[src/rtl/pfs_pkg.sv]
package pfs_pkg;
  typedef enum logic [2:0] {
    ST_OFF        = 3'd0,
    ST_STARTUP    = 3'd1,
    ST_RUN        = 3'd2,
    ST_FAULT_WAIT = 3'd3,
    ST_OTP_HICCUP = 3'd4
  } pfs_state_e;
endpackage

[src/rtl/pfs_dshort_cnt.sv]
// Consecutive-cycle confirmation of the diode-short flag
module pfs_dshort_cnt #(
  parameter int unsigned N = 3
) (
  input  logic clk,
  input  logic rst_n,
  input  logic clr,
  input  logic cyc_end,
  input  logic cs_shut,
  output logic trip
);
  generate
    if (N <= 1) begin : g_direct
      assign trip = !clr && cyc_end && cs_shut;
    end else begin : g_count
      localparam int unsigned CW = $clog2(N);
      localparam logic [CW-1:0] LAST = CW'(N - 1);
      logic [CW-1:0] cnt_q, cnt_d;
      logic          cnt_en;

      assign cnt_en = clr || cyc_end;

      always_comb begin
        cnt_d = cnt_q;
        if (clr) begin
          cnt_d = '0;
        end else if (cyc_end) begin
          if (!cs_shut || cnt_q == LAST) cnt_d = '0;
          else                           cnt_d = cnt_q + CW'(1);
        end
      end

      always_ff @(posedge clk or negedge rst_n) begin
        if (!rst_n)      cnt_q <= '0;
        else if (cnt_en) cnt_q <= cnt_d;
      end

      assign trip = !clr && cyc_end && cs_shut && (cnt_q == LAST);
    end
  endgenerate
endmodule

[src/rtl/pfs_dim_timer.sv]
// Post-turn-on dimming source window
module pfs_dim_timer #(
  parameter int unsigned WIN = 1000000
) (
  input  logic clk,
  input  logic rst_n,
  input  logic load,
  input  logic clr,
  output logic active
);
  localparam int unsigned TW = $clog2(WIN + 1);
  localparam logic [TW-1:0] WIN_V = TW'(WIN);

  logic [TW-1:0] cnt_q, cnt_d;
  logic          cnt_en;

  assign active = (cnt_q != '0);
  assign cnt_en = load || clr || active;

  always_comb begin
    if (load)     cnt_d = WIN_V;
    else if (clr) cnt_d = '0;
    else          cnt_d = cnt_q - TW'(1);
  end

  always_ff @(posedge clk or negedge rst_n) begin
    if (!rst_n)      cnt_q <= '0;
    else if (cnt_en) cnt_q <= cnt_d;
  end
endmodule

[src/rtl/pfs_seq_fsm.sv]
// Start-up, run, fault and thermal hiccup sequencing
module pfs_seq_fsm
  import pfs_pkg::*;
(
  input  logic clk,
  input  logic rst_n,
  input  logic sup_above_on,
  input  logic sup_below_off,
  input  logic sup_ovp,
  input  logic aux_ovp,
  input  logic cs_shut,
  input  logic hot,
  input  logic dshort_trip,
  input  logic gate_req,
  input  logic cs_uvp,
  output logic sw_en,
  output logic hv_en,
  output logic in_run,
  output logic turn_on_evt
);
  pfs_state_e state_q, state_d;
  logic       chg_q, chg_d;
  logic       uvp_q;
  logic       uvp_en;
  logic       uvp_blk;
  logic       fault_now;

  assign fault_now   = sup_below_off || hot || sup_ovp || aux_ovp || dshort_trip;
  assign in_run      = (state_q == ST_RUN);
  assign turn_on_evt = (state_q == ST_STARTUP) && sup_above_on;

  // the under-voltage verdict taken while the gate is off holds through the on time
  assign uvp_en  = !gate_req;
  assign uvp_blk = gate_req ? uvp_q : cs_uvp;

  always_comb begin
    state_d = state_q;
    unique case (state_q)
      ST_OFF:     state_d = ST_STARTUP;
      ST_STARTUP: if (sup_above_on) state_d = hot ? ST_OTP_HICCUP : ST_RUN;
      ST_RUN: begin
        if (sup_below_off)                          state_d = ST_STARTUP;
        else if (hot)                               state_d = ST_OTP_HICCUP;
        else if (sup_ovp || aux_ovp || dshort_trip) state_d = ST_FAULT_WAIT;
      end
      ST_FAULT_WAIT: begin
        if (hot)
          state_d = ST_OTP_HICCUP;
        else if (sup_below_off || (!sup_ovp && !aux_ovp && !cs_shut))
          state_d = ST_STARTUP;
      end
      ST_OTP_HICCUP: if (!hot) state_d = ST_STARTUP;
      default:       state_d = ST_OFF;
    endcase
  end

  always_comb begin
    chg_d = chg_q;
    if (state_q != ST_OTP_HICCUP) chg_d = 1'b0;
    else if (sup_below_off)       chg_d = 1'b1;
    else if (sup_above_on)        chg_d = 1'b0;
  end

  always_ff @(posedge clk or negedge rst_n) begin
    if (!rst_n) begin
      state_q <= ST_OFF;
      chg_q   <= 1'b0;
    end else begin
      state_q <= state_d;
      chg_q   <= chg_d;
    end
  end

  always_ff @(posedge clk or negedge rst_n) begin
    if (!rst_n)      uvp_q <= 1'b0;
    else if (uvp_en) uvp_q <= cs_uvp;
  end

  assign sw_en = in_run && !fault_now && !uvp_blk;
  assign hv_en = (state_q == ST_STARTUP) || ((state_q == ST_OTP_HICCUP) && chg_q);
endmodule

[src/rtl/pwr_fault_supervisor.sv]
module pwr_fault_supervisor #(
  parameter int unsigned DSHORT_N = 3,
  parameter int unsigned DIM_WIN  = 1000000
) (
  input  logic clk,
  input  logic rst_n,
  input  logic sup_above_on,
  input  logic sup_below_off,
  input  logic sup_ovp,
  input  logic aux_ovp,
  input  logic cs_shut,
  input  logic cyc_end,
  input  logic gate_req,
  input  logic cs_uvp,
  input  logic hot,
  output logic sw_en,
  output logic hv_en,
  output logic dim_src_en
);
  logic dshort_trip;
  logic in_run;
  logic turn_on_evt;

  pfs_dshort_cnt #(.N(DSHORT_N)) u_dshort (
    .clk     (clk),
    .rst_n   (rst_n),
    .clr     (!in_run),
    .cyc_end (cyc_end),
    .cs_shut (cs_shut),
    .trip    (dshort_trip)
  );

  pfs_seq_fsm u_fsm (
    .clk           (clk),
    .rst_n         (rst_n),
    .sup_above_on  (sup_above_on),
    .sup_below_off (sup_below_off),
    .sup_ovp       (sup_ovp),
    .aux_ovp       (aux_ovp),
    .cs_shut       (cs_shut),
    .hot           (hot),
    .dshort_trip   (dshort_trip),
    .gate_req      (gate_req),
    .cs_uvp        (cs_uvp),
    .sw_en         (sw_en),
    .hv_en         (hv_en),
    .in_run        (in_run),
    .turn_on_evt   (turn_on_evt)
  );

  pfs_dim_timer #(.WIN(DIM_WIN)) u_dim (
    .clk    (clk),
    .rst_n  (rst_n),
    .load   (turn_on_evt),
    .clr    (sup_below_off),
    .active (dim_src_en)
  );
endmodule

[config.mk]
export PLATFORM = sky130hd
export DESIGN_NAME = pwr_fault_supervisor
export DESIGN_NICKNAME = d
export VERILOG_FILES = /design/src/rtl/pfs_pkg.sv /design/src/rtl/pfs_dshort_cnt.sv /design/src/rtl/pfs_dim_timer.sv /design/src/rtl/pfs_seq_fsm.sv /design/src/rtl/pwr_fault_supervisor.sv
export SDC_FILE = /design/constraint.sdc
export NUM_CORES = 1
export LEC_CHECK = 0
export BUFFER_PORTS_ARGS = -buffer_cell sky130_fd_sc_hd__buf_2
export CORE_UTILIZATION = 55
export CTS_BUF_LIST = sky130_fd_sc_hd__clkbuf_4
export DETAILED_ROUTE_END_ITERATION = 16
export PLACE_DENSITY = 0.71
export SETUP_SLACK_MARGIN = 0.5
export SYNTH_ARGS = -nofsm -noshare
export SYNTH_HDL_FRONTEND = slang
export SYNTH_SLANG_ARGS = --single-unit
[constraint.sdc]
create_clock -name clk -period 2.4 [get_ports clk]
set_clock_uncertainty 0.1 [all_clocks]
set_input_delay 0.36 -clock clk [delete_from_list [all_inputs] [get_ports clk]]
set_output_delay 0.36 -clock clk [all_outputs]
set_load 0.01 [all_outputs]
==> results.md, run 1 <==
- Via count: 1680
- CP Data Arrival Time: between 1.5 and 2 ns
- Worst hold slack: between 0.15 and 0.2 ns
- Slowest CP cell: or4b_4
- Maximum clock path buffer count: 2
- Min-delay worst type: input port to flop
- Failing checks: DRC
- CP Max Fanout: 2
- Core ar.: 2830 µm²
- CP required: about 1.9 ns
- Synthesized area: 1700 µm²
- Fraction of layout cells with a size suffix above 1: 0.398
- Net Count, Synth: 195
- Max VDD drop: 0.000873 V
- Register area: 684 µm²
- Gpl congestion: 0.898
- Critical path class: flop to primary output
- Achievable Freq: between 400 and 500 MHz
- Via/cell ratio: 6.80
- Final worst slack: 0.154 ns
- Total number of yosys warnings: 0
- Filler cells: 190
- CTS H-tree lvls: 1
- Area occupied by multi-input gates: 1100 µm²
- Least-Margin Pin Slew: 0.615 ns
- Main synth FF type: dfrtp_1
- Count of different cell masters after synthesis: 57
- Status: finished with violations
- Fin. Hold Viols: 0
- Mean post-synth cell area: 9.38 µm²
- Initial core utilization: 0.600
- Chip width: 57.6 µm
- Worst Setup Start Kind: flop
- I/O Buffers: 13
- Pwr/cell area: 1420 nW/µm²
- Final period utilization: 0.936
- GRT Overall Usage: 0.279
- Final Slew Violations: 0
- Area grow syn2layout: 27.9%
- Cts bufs inserted: 3
- Synth Register Bits: 27
- TritonCTS Sinks: 27
- Vias in the first global route: 1525
- Drt first pass iters: 10
- DP HPWL: approximately 2700 µm
- Clock root buffer: clkbuf_4
- CP peak stage delay: 0.48 ns
- Dpl ws: 0.270 ns
- Total gr overflow: 0
- Seq/Total Area, Yosys: 0.398
- Global-route wire length before repair: 7130 µm
- Async set-reset flop share out of synthesis: 1.00
- Largest net degree at the start of global routing: 28
- Initial antenna violation count: 0
- Critical path capture point type: primary output
- Latest clock arrival within the worst-skew pair: 0.32 ns
- Gate Count Post-Synth: roughly 180
- Antenna Nets Post-Route: 0
- Final setup violating endpoints: 0
- Min Tclk post-route: 2.25 ns
- Die footprint: around 3300 µm²
- Max cap viols: 0
- NumNets Final: 231
- Die height: 57.6 µm
- Slew headroom: 0.590
- I/O pins: 14
- CTS tree: built
- Cell Rows: 19
- Setup TNS Final: 0 ns
- Leakage: between 0.8 and 0.9 nW
- Final wirelength: 4670 µm
- Flop2flop setup slack: about 0.37 ns
- EDFF count, synth: 0
- Ant diodes: 0
- DRC viols: 1
- Initial DRC Count: 112
- Sequence of cells on the critical path: inv_2, ha_4, or4b_4, nor2_4, nand2_2, buf_6
- CTS clk-pin slew, worst paths: roughly 0.15 ns
- Wire length per cell: 18.9 µm
- RSZ-0062 raised after global routing: true
stage by stage:
| step | cells | utilization | power [mW] | cell area, µm² |
|---|---|---|---|---|
| floorplan | 181 | - | 1.83 | 1700 |
| CTS | 237 | 0.696 | 2.55 | 1970 |
| detailed placement | 221 | 0.635 | 2.15 | 1800 |
| global route | 247 | 0.768 | 3.30 | 2170 |
| finish | 247 | 0.768 | 3.09 | 2170 |
| global placement | 221 | 0.635 | 2.11 | 1800 |
cells in the final DEF, fill, tap and decap left out, types with 4 or more instances in the layout:
cell	count
buf_4	20
inv_1	7
nor2_1	10
dfrtp_2	7
nor3_1	5
a22oi_1	4
buf_2	12
buf_6	6
or3_1	7
a21oi_1	11
nand3_1	4
nand2_1	9
o21ai_0	7
dfrtp_1	20
mux2i_1	5
clkbuf_4	4
registers in the layout (all words and copies together) (netlist names):
name and flops:
u_dim.cnt_q 20, u_dshort.g_count.cnt_q 2, u_fsm.chg_q 1, u_fsm.state_q 3
u_fsm.uvp_q 1
final cells by class:
type,instances,share of cell area
timing repair buffer,39,0.132
clock buffer,4,0.0138
inverter,9,0.0156
multi-input combinational,137,0.505
sequential,27,0.315
tap,31,0.0179
layer usage:
metal | up-vias | part of all wire | global-route usage
li1 | 767 | - | -
met1 | 824 | 0.43 | 0.401
met2 | 74 | 0.48 | 0.447
met3 | 15 | 0.063 | 0.0317
met4 | 0 | 0.025 | 0.0767
met5 | - | 0 | 0
report_power, final:
group | switching, mW | internal [mW] | leakage, nW
Clock | 0.131 | 0.0762 | 0.0184
Combinational | 1.04 | 0.970 | 0.535
Sequential | 0.251 | 0.628 | 0.347
logic make-up (layout without fill, tap and decap cells):
group                    count (synthesis)  count (layout)  synth area share
multiplexers                             7               7            0.0450
flip-flops                              27              27             0.398
adder cells (fa/ha/maj)                  3               3            0.0221
AND/OR/NAND/NOR                         76              76             0.284
XOR/XNOR                                 1               1           0.00516
buffers and inverters                   17              52            0.0405
AO/OA/AOI/OAI                           50              50             0.205
worst max-delay path, delay by kind of cell, from the launching register on:
kind / cells / cell delay, ns
flip-flops: 1 / 0.44
AND/OR/NAND/NOR: 3 / 0.68
adder cells (fa/ha/maj): 1 / 0.13
buffers and inverters: 2 / 0.21
Yosys cell counts (all sizes together), types with 2 or more instances:
| cell type | instances | area, µm² |
|---|---|---|
| and3 | 2 | 12.5 |
| nor2b | 3 | 18.8 |
| mux2i | 5 | 50.1 |
| o211ai | 2 | 15.0 |
| nand2 | 10 | 37.5 |
| o31ai | 4 | 30.0 |
| o311ai | 2 | 17.5 |
| or3b | 2 | 17.5 |
| clkbuf | 4 | 15.0 |
| buf | 4 | 20.0 |
| a211oi | 3 | 22.5 |
| or3 | 10 | 68.8 |
| nor4 | 3 | 25.0 |
| or4b | 2 | 20.0 |
| dfrtp | 27 | 676 |
| nor2 | 11 | 43.8 |
| o21ai | 10 | 53.8 |
| ha | 3 | 37.5 |
| nand3 | 7 | 35.0 |
| a21oi | 14 | 70.1 |
| a22oi | 4 | 30.0 |
| nor4b | 4 | 35.0 |
| nor3 | 8 | 61.3 |
| or2 | 2 | 12.5 |
| or4 | 3 | 26.3 |
| mux2 | 2 | 26.3 |
| inv | 9 | 33.8 |
| nand4 | 3 | 18.8 |
repair_timing:
item | in CTS | in global routing
hold buffers | 1 | 0
setup endpoints to repair | 15 | 23
gates resized for setup | 15 | 32
pin swaps | 3 | 8
setup buffers | 11 | 10
hold endpoints to repair | 27 | 0
worst paths after layout:
kind	cells past startpoint	startpoint	to
worst min register to register	1	u_fsm.uvp_q	u_fsm.uvp_q
min in group asynchronous	2	rst_n	u_dim.cnt_q[5]
worst max-delay path	6	u_dim.cnt_q[1]	dim_src_en
worst min-delay path	2	hot	u_fsm.state_q[1]
max in group asynchronous	2	rst_n	u_dim.cnt_q[2]
worst max register to register	8	u_dim.cnt_q[1]	u_dim.cnt_q[14]
Power figures use the tool's default switching activity.
==> run 2, diff against run 1 <==
Settings changed: RECOVER_POWER set to 25.
==> run 2 against run 1 <==
The run still ends with DRC left; global-route usage unchanged; sequential power about the same; cell area decreased by 0.40%; first-iteration DRC count increased by 1.8%; non-clock buffer count unchanged; clock power about the same; critical path depth unchanged; maximum frequency increased by 0.14%; worst hold slack about the same; sequential share of layout area increased by 0.13 points; cell count unchanged; critical path type unchanged; worst setup slack improved by 0.0031 ns.
==> results.md, run 2 (synthesis results as in run 1) <==
- Max FFs per register: 20 (unchanged)
- Cts bufs inserted: 3 (unchanged)
- Wire length per cell: 18.9 µm (about the same)
- NumNets Final: 231 (unchanged)
- GRT Overall Usage: 0.279 (unchanged)
- Initial antenna violation count: 0 (unchanged)
- Max cap viols: 0 (unchanged)
- Setup TNS Final: 0 ns (unchanged)
- Failing checks: DRC
- Critical path class: flop to primary output
- Pwr/cell area: 1420 nW/µm² (about the same)
- Die footprint: 3310 µm² (unchanged)
- Via/cell ratio: 6.83 (+0.42%)
- Fin util: 0.765 (-0.00310)
- Chip width: 57.6 µm (unchanged)
- Cell count after placement: 221 (unchanged)
- Final setup violating endpoints: 0 (unchanged)
- Final wirelength: 4670 µm (about the same)
- Initial DRC Count: 114 (+1.8%)
- Ant diodes: 0 (unchanged)
- Largest net degree at the start of global routing: 28 (unchanged)
- Leakage: 0.892 nW (-0.84%)
- Fin. Hold Viols: 0 (unchanged)
- Global-route wire length before repair: 7130 µm (unchanged)
- CP Max Fanout: 2 (unchanged)
- Initial core utilization: 0.600 (unchanged)
- Slew headroom: 0.0121 (-0.578)
- RSZ-0062 raised after global routing: true
- Area grow syn2layout: 27.4%
- I/O Buffers: 13 (unchanged)
- Antenna Nets Post-Route: 0 (unchanged)
- Cell Rows: 19 (unchanged)
- Fraction of layout cells with a size suffix above 1: 0.384 (-0.0139)
- Latest clock arrival within the worst-skew pair: 0.32 ns (about the same)
- CTS clk-pin slew, worst paths: 0.15 ns (about the same)
- Status: finished with violations
- CP required: 1.94 ns (about the same)
- Achievable Freq: 446 MHz (+0.14%)
- Flop2flop setup slack: 0.37 ns (about the same)
- CP Data Arrival Time: 1.78 ns (about the same)
- I/O pins: 14 (unchanged)
- Die height: 57.6 µm (unchanged)
- Gpl congestion: 0.898 (unchanged)
- Final period utilization: 0.934 (-0.00128)
- Least-Margin Pin Slew: 1.48 ns (+0.867 ns)
- Biggest regs: u_dim.cnt_q (20), u_fsm.state_q (3), u_dshort.g_count.cnt_q (2)
- Maximum clock path buffer count: 2 (unchanged)
- CTS tree: built
- Via count: 1687 (+0.42%)
- Total gr overflow: 0 (unchanged)
- Drt first pass iters: 10 (unchanged)
- Most frequent cells in the layout: 20 x buf_4, 20 x dfrtp_1, 11 x a21oi_1, 11 x buf_2, 10 x nor2_1
- Biggest register: u_dim.cnt_q
- Clock root buffer: clkbuf_4
- Max VDD drop: 0.000874 V (+0.16%)
- Final cell count without fillers: 247 (unchanged)
- Vias in the first global route: 1525 (unchanged)
- CTS H-tree lvls: 1 (unchanged)
- DP HPWL: 2720 µm (unchanged)
- TritonCTS Sinks: 27 (unchanged)
- Core ar.: 2830 µm² (unchanged)
- Final Slew Violations: 0 (unchanged)
- DRC viols: 1 (unchanged)
- Min-delay worst type: input port to flop
- Min Tclk post-route: 2.24 ns (-0.00308 ns)
- Critical path capture point type: primary output
- Worst hold slack: 0.175 ns (-0.000261 ns)
- Worst Setup Start Kind: flop
## run 2: cell count changes in the layout (fill, tap and decap cells not counted)
| cell | change |
|---|---|
| mux2_2 | -1 |
| clkbuf_1 | +2 |
| buf_2 | -1 |
| buf_6 | -1 |
| mux2_1 | +1 |
## run 2: area by class of cell
class / count / area [µm²]
inverter: 9 / 33.8
multi-input combinational: 137 / 1100
tap: 31 / 38.8
timing repair buffer: 39 / 279
clock buffer: 4 / 30.0
fill: 193 / 666
sequential: 27 / 684
## run 2: stage by stage
stage / instance area (µm²) / power (mW) / worst slack [ns]
detailed placement: 1800 / 2.15 / 0.270
finish: 2160 / 3.08 / 0.157
global placement: 1800 / 2.11 / 0.328
floorplan: 1700 / 1.83 / 0.521
global route: 2160 / 3.28 / 0.0708
CTS: 1970 / 2.55 / 0.182
## run 2: path summary, 6_finish.rpt
path,end,start,depth (start not counted)
worst max-delay path,dim_src_en,u_dim.cnt_q[1],6
min in group asynchronous,u_dim.cnt_q[11],rst_n,2
worst max register to register,u_dim.cnt_q[14],u_dim.cnt_q[1],8
worst min register to register,u_fsm.uvp_q,u_fsm.uvp_q,1
max in group asynchronous,u_dim.cnt_q[3],rst_n,2
worst min-delay path,u_fsm.uvp_q,cs_uvp,2
## run 2: report_power, final
part | total (mW) | switching [mW] | internal (mW)
clock network | 0.207 | 0.131 | 0.0762
registers | 0.878 | 0.250 | 0.628
logic | 1.99 | 1.04 | 0.957
total | 3.08 | 1.42 | 1.66
## run 2: what timing repair did
action / CTS / global route
endpoints found under the hold margin: 27 / 0
buffers inserted: 11 / 10
hold buffers: 1 / 0
pin swaps: 3 / 8
gates resized for setup: 15 / 32
setup endpoints to repair: 15 / 23
## run 2: critical path, cell delays in order (launching register included)
cell and delay, ns:
dfrtp_1 0.44, inv_2 0.09, ha_4 0.13, or4b_4 0.48
nor2_4 0.13, nand2_2 0.07, buf_6 0.12
## run 2: routing by layer
| metal | GRT usage | part of all wire | wire [µm] |
|---|---|---|---|
| met1 | 0.401 | 0.44 | 2030 |
| met2 | 0.447 | 0.48 | 2230 |
| met3 | 0.0317 | 0.053 | 249 |
| met4 | 0.0767 | 0.033 | 156 |
| met5 | 0 | 0 | 0 |
==> run 3, diff against run 2 <==
Settings changed: SYNTH_HIERARCHICAL set to 1.
==> run 3 against run 2 <==
The run now ends clean; worst hold slack got worse by 0.0072 ns; sequential power fell by 6.0%; clock-buffer cell count did not move; cell count fell by 4.5%; global-route usage fell by 2.1 points; core utilization fell by 0.38 points; critical path depth fell by 2; register-to-register slack got worse by 0.07 ns; synthesized cell count fell by 7.7%; via count fell by 16%; largest cell class unchanged.
==> results.md, run 3 <==
- NumNets Final: 220 (-4.8%)
- Main synth FF type: dfrtp_1
- Via count: 1416 (-16%)
- Ant diodes: 0 (unchanged)
- Fin. Hold Viols: 0 (unchanged)
- Final period utilization: 0.936 (+0.00162)
- Async set-reset flop share out of synthesis: 1.00 (unchanged)
- Total number of yosys warnings: 6 (+6)
- Cell Rows: 19 (unchanged)
- Area leader, netlist: dfrtp_1
- Setup TNS Final: 0 ns (unchanged)
- CTS tree: built
- Flop2flop setup slack: 0.30 ns (-0.07 ns)
- Most frequent cells in the layout: 24 x dfrtp_1, 21 x buf_4, 14 x nor2_1, 13 x nand2_1, 12 x buf_2
- Crit-path leading delay family: simple AND/OR/NAND/NOR gates
- CP Max Fanout: 4 (+2)
- Synthesized area: 1610 µm² (-4.9%)
- Total gr overflow: 0 (unchanged)
- Core ar.: 2760 µm² (-2.5%)
- Post-synth top cells: 27 x dfrtp_1, 16 x nor2_1, 14 x nand2_1
- Least-Margin Pin Slew: 1.47 ns (-0.00769 ns)
- Top post-synthesis cells by area: dfrtp_1 42%, xor2_1 3.8%, nor2_1 3.7%, a21oi_1 3.4%, nand2_1 3.3%
- Largest net degree at the start of global routing: 28 (unchanged)
- DRC viols: 0 (-1)
- Initial core utilization: 0.585 (-0.0149)
- Final wirelength: 3970 µm (-15%)
- Sequence of cells on the critical path: or4_4, nor4_4, nand3_1, buf_2
- Via/cell ratio: 6.00 (-12%)
- Yosys top cell area share: 0.419 (+0.0207)
- Biggest register: u_dim/cnt_q
- TritonCTS Sinks: 27 (unchanged)
- Dpl ws: 0.241 ns (-0.0290 ns)
- Biggest regs: u_dim/cnt_q (20), u_fsm/state_q (3), u_dshort/g_count.cnt_q (2)
- Seq/Total Area, Yosys: 0.419 (+0.0207)
- Critical path class: flop to primary output
- Max VDD drop: 0.00129 V (+47%)
- GRT Overall Usage: 0.258 (-0.0210)
- Clock root buffer: clkbuf_4
- Min Tclk post-route: 2.25 ns (+0.00388 ns)
- Initial antenna violation count: 0 (unchanged)
- Max cap viols: 0 (unchanged)
- Mean post-synth cell area: 9.66 µm² (+3.0%)
- Final setup violating endpoints: 0 (unchanged)
- Post-DP Area: 1760 µm² (-2.0%)
- Wire length per cell: 16.8 µm (-11%)
- Final worst slack: 0.153 ns (-0.00388 ns)
- Synth Register Bits: 27 (unchanged)
- Fraction of layout cells with a size suffix above 1: 0.415 (+0.0304)
- Initial DRC Count: 106 (-7.0%)
- CP Data Arrival Time: 1.79 ns (about the same)
- Hold depth: 3 (+1)
- Pwr/cell area: 1380 nW/µm² (-3.3%)
- CTS clk-pin slew, worst paths: 0.14 ns (about the same)
- Net Count, Synth: 181 (-7.2%)
- I/O pins: 14 (unchanged)
- Final Power: 2.89 mW (-6.2%)
- Achievable Freq: 445 MHz (-0.17%)
- Count of different cell masters after synthesis: 48 (-16%)
- RSZ-0062 raised after global routing: true
- Leakage: 0.867 nW (-2.8%)
- Drt first pass iters: 4 (-6)
- CTS H-tree lvls: 1 (unchanged)
- Die height: 56.2 µm (-2.4%)
- CP peak stage delay: 0.58 ns (+0.10 ns)
- Worst Setup Start Kind: flop
- Min-delay worst type: input port to flop
- Slew headroom: 0.0172 (+0.00513)
- Critical path capture point type: primary output
- Critical path depth: 4 (-2)
- Die footprint: 3160 µm² (-4.8%)
- Gpl congestion: 0.888 (-1.2%)
- CP required: 1.94 ns (about the same)
- Worst hold slack: 0.168 ns (-0.00721 ns)
- I/O Buffers: 13 (unchanged)
- EDFF count, synth: 0 (unchanged)
- Slowest CP cell: or4_4
- Cts bufs inserted: 3 (unchanged)
- Status: completed
- Latest clock arrival within the worst-skew pair: 0.34 ns (+0.02 ns)
- Chip width: 56.2 µm (-2.4%)
- Global-route wire length before repair: 6270 µm (-12%)
- Maximum clock path buffer count: 2 (unchanged)
- Vias in the first global route: 1393 (-8.7%)
- DP HPWL: 2390 µm (-12%)
- Cell count after placement: 211 (-4.5%)
- Most common cell after layout, fill and taps aside: dfrtp_1
- Fin util: 0.761 (-0.00382)
- Max FFs per register: 20 (unchanged)
- Gate Count Post-Synth: 167 (-7.7%)
- Final Slew Violations: 0 (unchanged)
- Cell with the most instances after synthesis: dfrtp_1
- Area grow syn2layout: 30.0%
- R2R cell count: 6 (-2)
- Cell area after layout: 2100 µm² (-3.0%)
- Antenna Nets Post-Route: 0 (unchanged)
- Final cell count without fillers: 236 (-4.5%)
- Worst path buffer plus inverter count: 1 (-1)
## run 3: what timing repair did
item | in CTS | in global routing
cloned | 0 | 0
hold buffers | 1 | 0
setup buffers | 15 | 5
setup endpoints to repair | 22 | 23
resized for setup | 16 | 20
pin swaps | 10 | 11
hold endpoints to repair | 27 | 0
## run 3: final cells by class
class / count / area (µm²)
Multi-Input combinational cell: 130 / 1070
Timing Repair Buffer: 38 / 258
Sequential cell: 27 / 679
Clock buffer: 4 / 30.0
Inverter: 6 / 22.5
Tap cell: 31 / 38.8
Fill cell: 188 / 659
## run 3: tightest hold or removal path: stages
cell and delay (ns):
buf_2 0.14, nand2_1 0.06, a21oi_1 0.04
## run 3: worst paths after layout
| kind | startpoint | to |
|---|---|---|
| worst max-delay path | u_dim/cnt_q[17] | dim_src_en |
| worst max register to register | u_dim/cnt_q[9] | u_dim/cnt_q[19] |
| worst min register to register | u_fsm/uvp_q | u_fsm/uvp_q |
| max in group asynchronous | rst_n | u_dim/cnt_q[4] |
| worst min-delay path | hot | u_fsm/state_q[2] |
| min in group asynchronous | rst_n | u_dim/cnt_q[3] |
## run 3: layer usage
layer  share of wire  GRT usage  wire length [µm]
met5               0          0                 0
met4           0.012      0.101                47
met3           0.029     0.0488               115
met2            0.53      0.454              2090
met1            0.43      0.309              1720
## run 3: kinds of logic (layout without fill, tap and decap cells)
family | after synthesis | count (layout) | synth area share
AO/OA/AOI/OAI | 33 | 33 | 0.127
XOR/XNOR | 12 | 12 | 0.0651
adder cells (fa/ha/maj) | 3 | 3 | 0.0233
buffers and inverters | 10 | 48 | 0.0310
flip-flops | 27 | 27 | 0.419
multiplexers | 2 | 2 | 0.0140
AND/OR/NAND/NOR | 80 | 80 | 0.321
## run 3: report_power, final
part	switching, mW	internal (mW)
logic	0.964	0.885
registers	0.209	0.616
clock network	0.139	0.0768
